`src/rtl/bl_pkg.sv`:
```
package bl_pkg;
  typedef enum logic [1:0] {
    PWR_ON    = 2'd0,
    PWR_ENTER = 2'd1,
    PWR_OFF   = 2'd2,
    PWR_WAKE  = 2'd3
  } pwr_e;
endpackage

```
`src/rtl/bl_wr_decode.sv`:
```
module bl_wr_decode #(
  parameter int LANES = 4
) (
  input  logic             start_i,
  input  logic             ready_i,
  input  logic             gw_ni,
  input  logic             bw_ni,
  input  logic [LANES-1:0] lane_we_ni,
  output logic [LANES-1:0] strb_o,
  output logic             rd_o
);
  logic acc;
  assign acc = start_i & ready_i;

  always_comb begin
    strb_o = '0;
    if (acc) begin
      if (!gw_ni)      strb_o = '1;
      else if (!bw_ni) strb_o = ~lane_we_ni;
    end
  end

  assign rd_o = acc & gw_ni & bw_ni;
endmodule

```
`src/rtl/bl_array.sv`:
```
module bl_array #(
  parameter int LANES  = 4,
  parameter int LANE_W = 9,
  parameter int DEPTH  = 16,
  localparam int AW    = $clog2(DEPTH),
  localparam int WW    = LANES * LANE_W
) (
  input  logic             clk_i,
  input  logic [AW-1:0]    addr_i,
  input  logic [LANES-1:0] strb_i,
  input  logic [WW-1:0]    wdata_i,
  output logic [WW-1:0]    rdata_o
);
  for (genvar g = 0; g < LANES; g++) begin : g_lane
    logic [LANE_W-1:0] mem_q [DEPTH];
    always_ff @(posedge clk_i) begin
      if (strb_i[g]) mem_q[addr_i] <= wdata_i[g*LANE_W +: LANE_W];
    end
    assign rdata_o[g*LANE_W +: LANE_W] = mem_q[addr_i];
  end
endmodule

```
`src/rtl/bl_rd_pipe.sv`:
```
module bl_rd_pipe #(
  parameter int WW = 36
) (
  input  logic          clk_i,
  input  logic          rst_ni,
  input  logic          rd_i,
  input  logic          wr_i,
  input  logic          awake_i,
  input  logic          oe_ni,
  input  logic [WW-1:0] arr_i,
  output logic [WW-1:0] rdata_o,
  output logic          drive_o
);
  logic [WW-1:0] s1_q, s2_q;
  logic          s1_vld_q, s2_vld_q, wr_q;

  always_ff @(posedge clk_i or negedge rst_ni) begin
    if (!rst_ni) begin
      s1_q     <= '0;
      s2_q     <= '0;
      s1_vld_q <= 1'b0;
      s2_vld_q <= 1'b0;
      wr_q     <= 1'b0;
    end else begin
      if (rd_i) s1_q <= arr_i;
      s1_vld_q <= rd_i;
      s2_q     <= s1_q;
      s2_vld_q <= s1_vld_q;
      wr_q     <= wr_i;
    end
  end

  assign rdata_o = s2_q;
  // write on the last edge overrides oe
  assign drive_o = s2_vld_q & ~wr_q & awake_i & ~oe_ni;

  AST_RD_STAGE1: assert property (@(posedge clk_i) disable iff (!rst_ni)
    rd_i |=> s1_vld_q);
  AST_RD_STAGE2: assert property (@(posedge clk_i) disable iff (!rst_ni)
    s1_vld_q |=> (s2_vld_q && rdata_o == $past(s1_q)));
  AST_OE_GATES: assert property (@(posedge clk_i) disable iff (!rst_ni)
    oe_ni |-> !drive_o);
endmodule

```
`src/rtl/bl_power.sv`:
```
module bl_power #(
  parameter int SLEEP_CYC = 2,
  localparam int CW = $clog2(SLEEP_CYC) + 1
) (
  input  logic clk_i,
  input  logic rst_ni,
  input  logic sleep_i,
  output logic ready_o
);
  import bl_pkg::*;
  localparam logic [CW-1:0] LAST = CW'(SLEEP_CYC - 1);

  pwr_e          st_q;
  logic [CW-1:0] cnt_q;

  always_ff @(posedge clk_i or negedge rst_ni) begin
    if (!rst_ni) begin
      st_q  <= PWR_ON;
      cnt_q <= '0;
    end else begin
      unique case (st_q)
        PWR_ON: if (sleep_i) begin
          st_q  <= PWR_ENTER;
          cnt_q <= '0;
        end
        PWR_ENTER: begin
          if (cnt_q == LAST) st_q <= PWR_OFF;
          else               cnt_q <= cnt_q + 1'b1;
        end
        PWR_OFF: if (!sleep_i) begin
          st_q  <= PWR_WAKE;
          cnt_q <= '0;
        end
        PWR_WAKE: begin
          if (sleep_i)            st_q <= PWR_OFF;
          else if (cnt_q == LAST) st_q <= PWR_ON;
          else                    cnt_q <= cnt_q + 1'b1;
        end
        default: st_q <= PWR_ON;
      endcase
    end
  end

  assign ready_o = (st_q == PWR_ON);

  AST_SLEEP_ENTRY: assert property (@(posedge clk_i) disable iff (!rst_ni)
    $fell(ready_o) |-> $past(sleep_i));
  AST_WAKE_DELAY: assert property (@(posedge clk_i) disable iff (!rst_ni)
    $rose(ready_o) |-> (!$past(sleep_i) && !$past(sleep_i, 2)));
endmodule

```
`src/rtl/byte_lane_mem_dp.sv`:
```
module byte_lane_mem_dp #(
  parameter int LANES     = 4,
  parameter int LANE_W    = 9,
  parameter int DEPTH     = 16,
  parameter int SLEEP_CYC = 2,
  localparam int AW       = $clog2(DEPTH),
  localparam int WW       = LANES * LANE_W
) (
  input  logic             clk_i,
  input  logic             rst_ni,
  input  logic             start_i,
  input  logic [AW-1:0]    addr_i,
  input  logic             gw_ni,
  input  logic             bw_ni,
  input  logic [LANES-1:0] lane_we_ni,
  input  logic [WW-1:0]    wdata_i,
  input  logic             oe_ni,
  input  logic             sleep_i,
  output logic [WW-1:0]    rdata_o,
  output logic             drive_o,
  output logic             ready_o
);
  logic [LANES-1:0] lane_strb;
  logic             rd_req;
  logic [WW-1:0]    arr_rd;

  bl_power #(.SLEEP_CYC(SLEEP_CYC)) i_power (
    .clk_i  (clk_i),
    .rst_ni (rst_ni),
    .sleep_i(sleep_i),
    .ready_o(ready_o)
  );

  bl_wr_decode #(.LANES(LANES)) i_decode (
    .start_i   (start_i),
    .ready_i   (ready_o),
    .gw_ni     (gw_ni),
    .bw_ni     (bw_ni),
    .lane_we_ni(lane_we_ni),
    .strb_o    (lane_strb),
    .rd_o      (rd_req)
  );

  bl_array #(.LANES(LANES), .LANE_W(LANE_W), .DEPTH(DEPTH)) i_array (
    .clk_i  (clk_i),
    .addr_i (addr_i),
    .strb_i (lane_strb),
    .wdata_i(wdata_i),
    .rdata_o(arr_rd)
  );

  bl_rd_pipe #(.WW(WW)) i_pipe (
    .clk_i  (clk_i),
    .rst_ni (rst_ni),
    .rd_i   (rd_req),
    .wr_i   (|lane_strb),
    .awake_i(ready_o),
    .oe_ni  (oe_ni),
    .arr_i  (arr_rd),
    .rdata_o(rdata_o),
    .drive_o(drive_o)
  );

  AST_GW_ALL_LANES: assert property (@(posedge clk_i) disable iff (!rst_ni)
    (start_i && ready_o && !gw_ni) |-> (&lane_strb));
  AST_BYTE_MASK: assert property (@(posedge clk_i) disable iff (!rst_ni)
    (start_i && ready_o && gw_ni && !bw_ni) |-> (lane_strb == ~lane_we_ni));
  AST_READ_NO_WRITE: assert property (@(posedge clk_i) disable iff (!rst_ni)
    rd_req |-> (lane_strb == '0));
  AST_WRITE_MUTES: assert property (@(posedge clk_i) disable iff (!rst_ni)
    (|lane_strb) |=> !drive_o);
  AST_IDLE_ASLEEP: assert property (@(posedge clk_i) disable iff (!rst_ni)
    !ready_o |-> (lane_strb == '0 && !rd_req && !drive_o));
endmodule

```
`config.mk`:
```
export PLATFORM = sky130hd
export DESIGN_NAME = byte_lane_mem_dp
export DESIGN_NICKNAME = d
export VERILOG_FILES = /design/src/rtl/bl_pkg.sv /design/src/rtl/bl_wr_decode.sv /design/src/rtl/bl_array.sv /design/src/rtl/bl_rd_pipe.sv /design/src/rtl/bl_power.sv /design/src/rtl/byte_lane_mem_dp.sv
export SDC_FILE = /design/constraint.sdc
export NUM_CORES = 1
export LEC_CHECK = 0
export BUFFER_PORTS_ARGS = -buffer_cell sky130_fd_sc_hd__buf_2
export CAP_MARGIN = 25
export CORE_MARGIN = 3
export CORE_UTILIZATION = 50
export DETAILED_ROUTE_END_ITERATION = 8
export MAX_ROUTING_LAYER = met4
export PLACE_DENSITY = 0.79
export SYNTH_ARGS = -nofsm -noshare
export SYNTH_HDL_FRONTEND = slang
export SYNTH_HIERARCHICAL = 1
export SYNTH_SLANG_ARGS = --single-unit
export TNS_END_PERCENT = 50
```
`constraint.sdc`:
```
create_clock -name clk_i -period 4.57 [get_ports clk_i]
set_clock_uncertainty 0.15 [all_clocks]
set_input_delay 0.2285 -clock clk_i [delete_from_list [all_inputs] [get_ports clk_i]]
set_output_delay 0.2285 -clock clk_i [all_outputs]
set_load 0.02 [all_outputs]
```
==> impl_metrics.ini <==
[detailed_routing]
drt_pre_antenna_iters = 5
ant_nets = 0
wl_per_cell_um = 25.8
drt-total-wl_um = 51200
vias = 11800
drtIter0Drc = 1260
viasPerCell = 5.94
post-route-drc-count = 0

[pwr]
switching_share = 0.225
clkPwrFrac = 0.383
p_leak_nw = 9.56
p_int_mw = 10.3
switching_power_mw = 3.00
powerDensity_nw_per_um2 = 472
seqPwrFrac = 0.527
pwr-share-comb = 0.090
irDropWorstVdd_uv = 329

[setup_path]
cp-start-kind = register
arrival_ps = 3270
slowest_stage = nor2_1
crit_chain = nor2_1 -> and3_1 -> nand3_1 -> nor2_1
crit_top_cell = nor2_1
critPathBufInv = 0
path_class = register to register
critPathRequiredTime_ps = 4660
cp_top_family = simple AND/OR/NAND/NOR gates
regToRegSetupSlack_ps = 1400
crit_fanout = 9
cp-end-kind = register
slowest_delay_ps = 830

[clock_tree]
postCtsHoldBufs = 38
cts.reportedPaths.clkPinSlew_ps = 60
tritoncts = yes
clock_path_buffers = 3
cts-resized-gates = 0
post_cts_buffers = 0
clock_latency_ps = 610
cts-root-buf = clkbuf_16
htreeDepth = 2
cts_inserted_buffers = 61
clock-sinks = 655

[timing]
setup_viol = 0
period_needed_ps = 3170
max_slew_margin = 0.271
rsz0062_at_grt = false
setup-tns-final_ps = 0
setup_ws_ps = 1400
finalCritPeriodShare = 0.694
hold_viol_final = 0
timing.fmax_mhz = 315
slew_viol_final = 0
tightestPinTransition_ps = 1090

[place]
port_buffers = 88
dpl_worst_slack_ps = 1280
gp_congestion = 0.777
place_hpwl_um = 30500

[synthesis]
synth_edf_count = 576
syn_inst = 1131
synthDistinctLibCells = 37
yosys_register_bits = 655
yosys.area.top_type_share = 0.699
async_flop_share = 0.121
syn_nets = 1183
yosys_warnings = 6
ys_top_cells_by_area = edfxtp_1 (70%), mux4_2 (13%), dfrtp_1 (8.0%)
yosysMostFrequentCell = edfxtp_1
avgSynthCellArea_um2 = 21.9
synth.cell_area_um2 = 24700
yosys.area.top_type = edfxtp_1
synth_commonest_cells = edfxtp_1 (576), mux4_2 (144), dfrtp_1 (79)
synth_flop_cell = edfxtp_1
ys_seq_area_frac = 0.779

[global_routing]
antenna_found_initial = 1
grtUsageTotal = 0.204
grt_pass1_wl_um = 78000
grt_overflow_total = 0
grt_pass1_vias = 12300
grt_max_degree = 79

[floorplan]
die-area_um2 = 52200
io_pins = 89
initial_core_util = 0.513
core_um2 = 48200
rows = 80
fp.dieH_um = 228
die_w_um = 228

[worst_hold_path]
hold_class = primary input to async pin

[layout]
final_nets = 1331
fillers = 3366
synthToLayoutAreaGrowth_pct = 14.4
antennaDiodeCount = 0
drive_gt1_frac = 0.300

[status]
run_status = completed

[flow_run]
drv_cap = 0
state kept, by name, summed over array words and instances (netlist names):
signal	cells
i_pipe/s2_vld_q	1
i_pipe/rdata_o	36
i_array/g_lane.mem_q	576
i_pipe/wr_q	1
i_pipe/s1_q	36
i_power/st_q	2
i_power/cnt_q	2
i_pipe/s1_vld_q	1
path summary, 6_finish.rpt:
| check | from | endpoint | cells past startpoint |
|---|---|---|---|
| setup / recovery | i_power/st_q[1] | i_array/g_lane[1].mem_q[11][5] | 4 |
| hold / removal | rst_ni | i_pipe/rdata_o[7] | 2 |
| setup reg to reg | i_power/st_q[1] | i_array/g_lane[1].mem_q[11][5] | 4 |
| hold reg to reg | i_pipe/s1_vld_q | i_pipe/s2_vld_q | 0 |
| max in group asynchronous | rst_ni | i_pipe/rdata_o[18] | 3 |
| min in group clk_i | start_i | i_pipe/wr_q | 3 |
kinds of logic after synthesis:
logic type,after synthesis,share of synthesized area
buffers and inverters,64,0.0166
and+or+nand+nor,147,0.0261
adders and majority gates,1,0.000506
muxes,180,0.152
DFF,655,0.779
AOI/OAI and AO/OA,84,0.0253
layout make-up:
type | count | area (um2) | share of cell area
Sequential cell | 655 | 19300 | 0.681
Multi-Input combinational cell | 412 | 5070 | 0.179
Clock buffer | 79 | 1700 | 0.0600
Timing Repair Buffer | 148 | 1080 | 0.0382
Tap cell | 656 | 821 | 0.0290
Clock inverter | 34 | 344 | 0.0122
Inverter | 1 | 3.75 | 0.000133
layer usage:
layer	track usage	wire length (um)	share of wire	vias to the layer above
li1	-	-	-	4945
met1	0.271	20100	0.39	6170
met2	0.321	25500	0.50	567
met3	0.0436	4300	0.084	102
met4	0.0635	1330	0.026	0
met5	-	0	0	-
power by group through the flow:
stage | clock network, mW | registers (mW) | logic [mW]
2_1_floorplan | 0 | 7.28 | 0.613
3_3_place_gp | 0 | 7.16 | 1.15
6_report | 5.10 | 7.04 | 1.20
4_1_cts | 5.19 | 7.04 | 1.21
5_1_grt | 5.40 | 7.07 | 1.28
3_5_place_dp | 0 | 7.16 | 1.18
through the flow:
step | hold slack [ps] | power (mW) | area (um2) | cells | util
final | 18.7 | 13.3 | 28300 | 1985 | 0.586
after global routing | 44.4 | 13.8 | 28300 | 1985 | 0.586
after CTS | 21.5 | 13.4 | 28200 | 1976 | 0.584
after detailed placement | 128 | 8.34 | 25800 | 1825 | 0.534
after global placement | 128 | 8.30 | 25700 | 1823 | 0.533
after floorplan | -217 | 7.89 | 24700 | 1131 | -
placed cells by master, fill, tap and decap left out, types with 2 or more instances in the layout:
master         Yosys  final
nor2b_1            5      3
mux2_4            30     30
clkbuf_1          28     11
clkinv_2           0     16
nand3_1            4      4
nand2b_1           2      2
buf_12             3      2
a21oi_1            2      2
mux4_2           144    144
buf_2             16     86
and3_1             4      4
clkbuf_8           0      5
buf_16             0      2
dfrtp_1           79     79
nor2b_4            0      2
bufinv_16          0      6
dlygate4sd3_1      0     38
clkinv_1           0      5
mux2_2             6      6
nand2_1           51     51
buf_4              1     15
nor3_1             2      2
clkbuf_16          0     64
o21ai_0            4      4
edfxtp_1         576    576
a22oi_1           73     73
clkinv_4           0      4
buf_6             13      3
nor2_1            70     69
(Power assumes the default switching activity.)
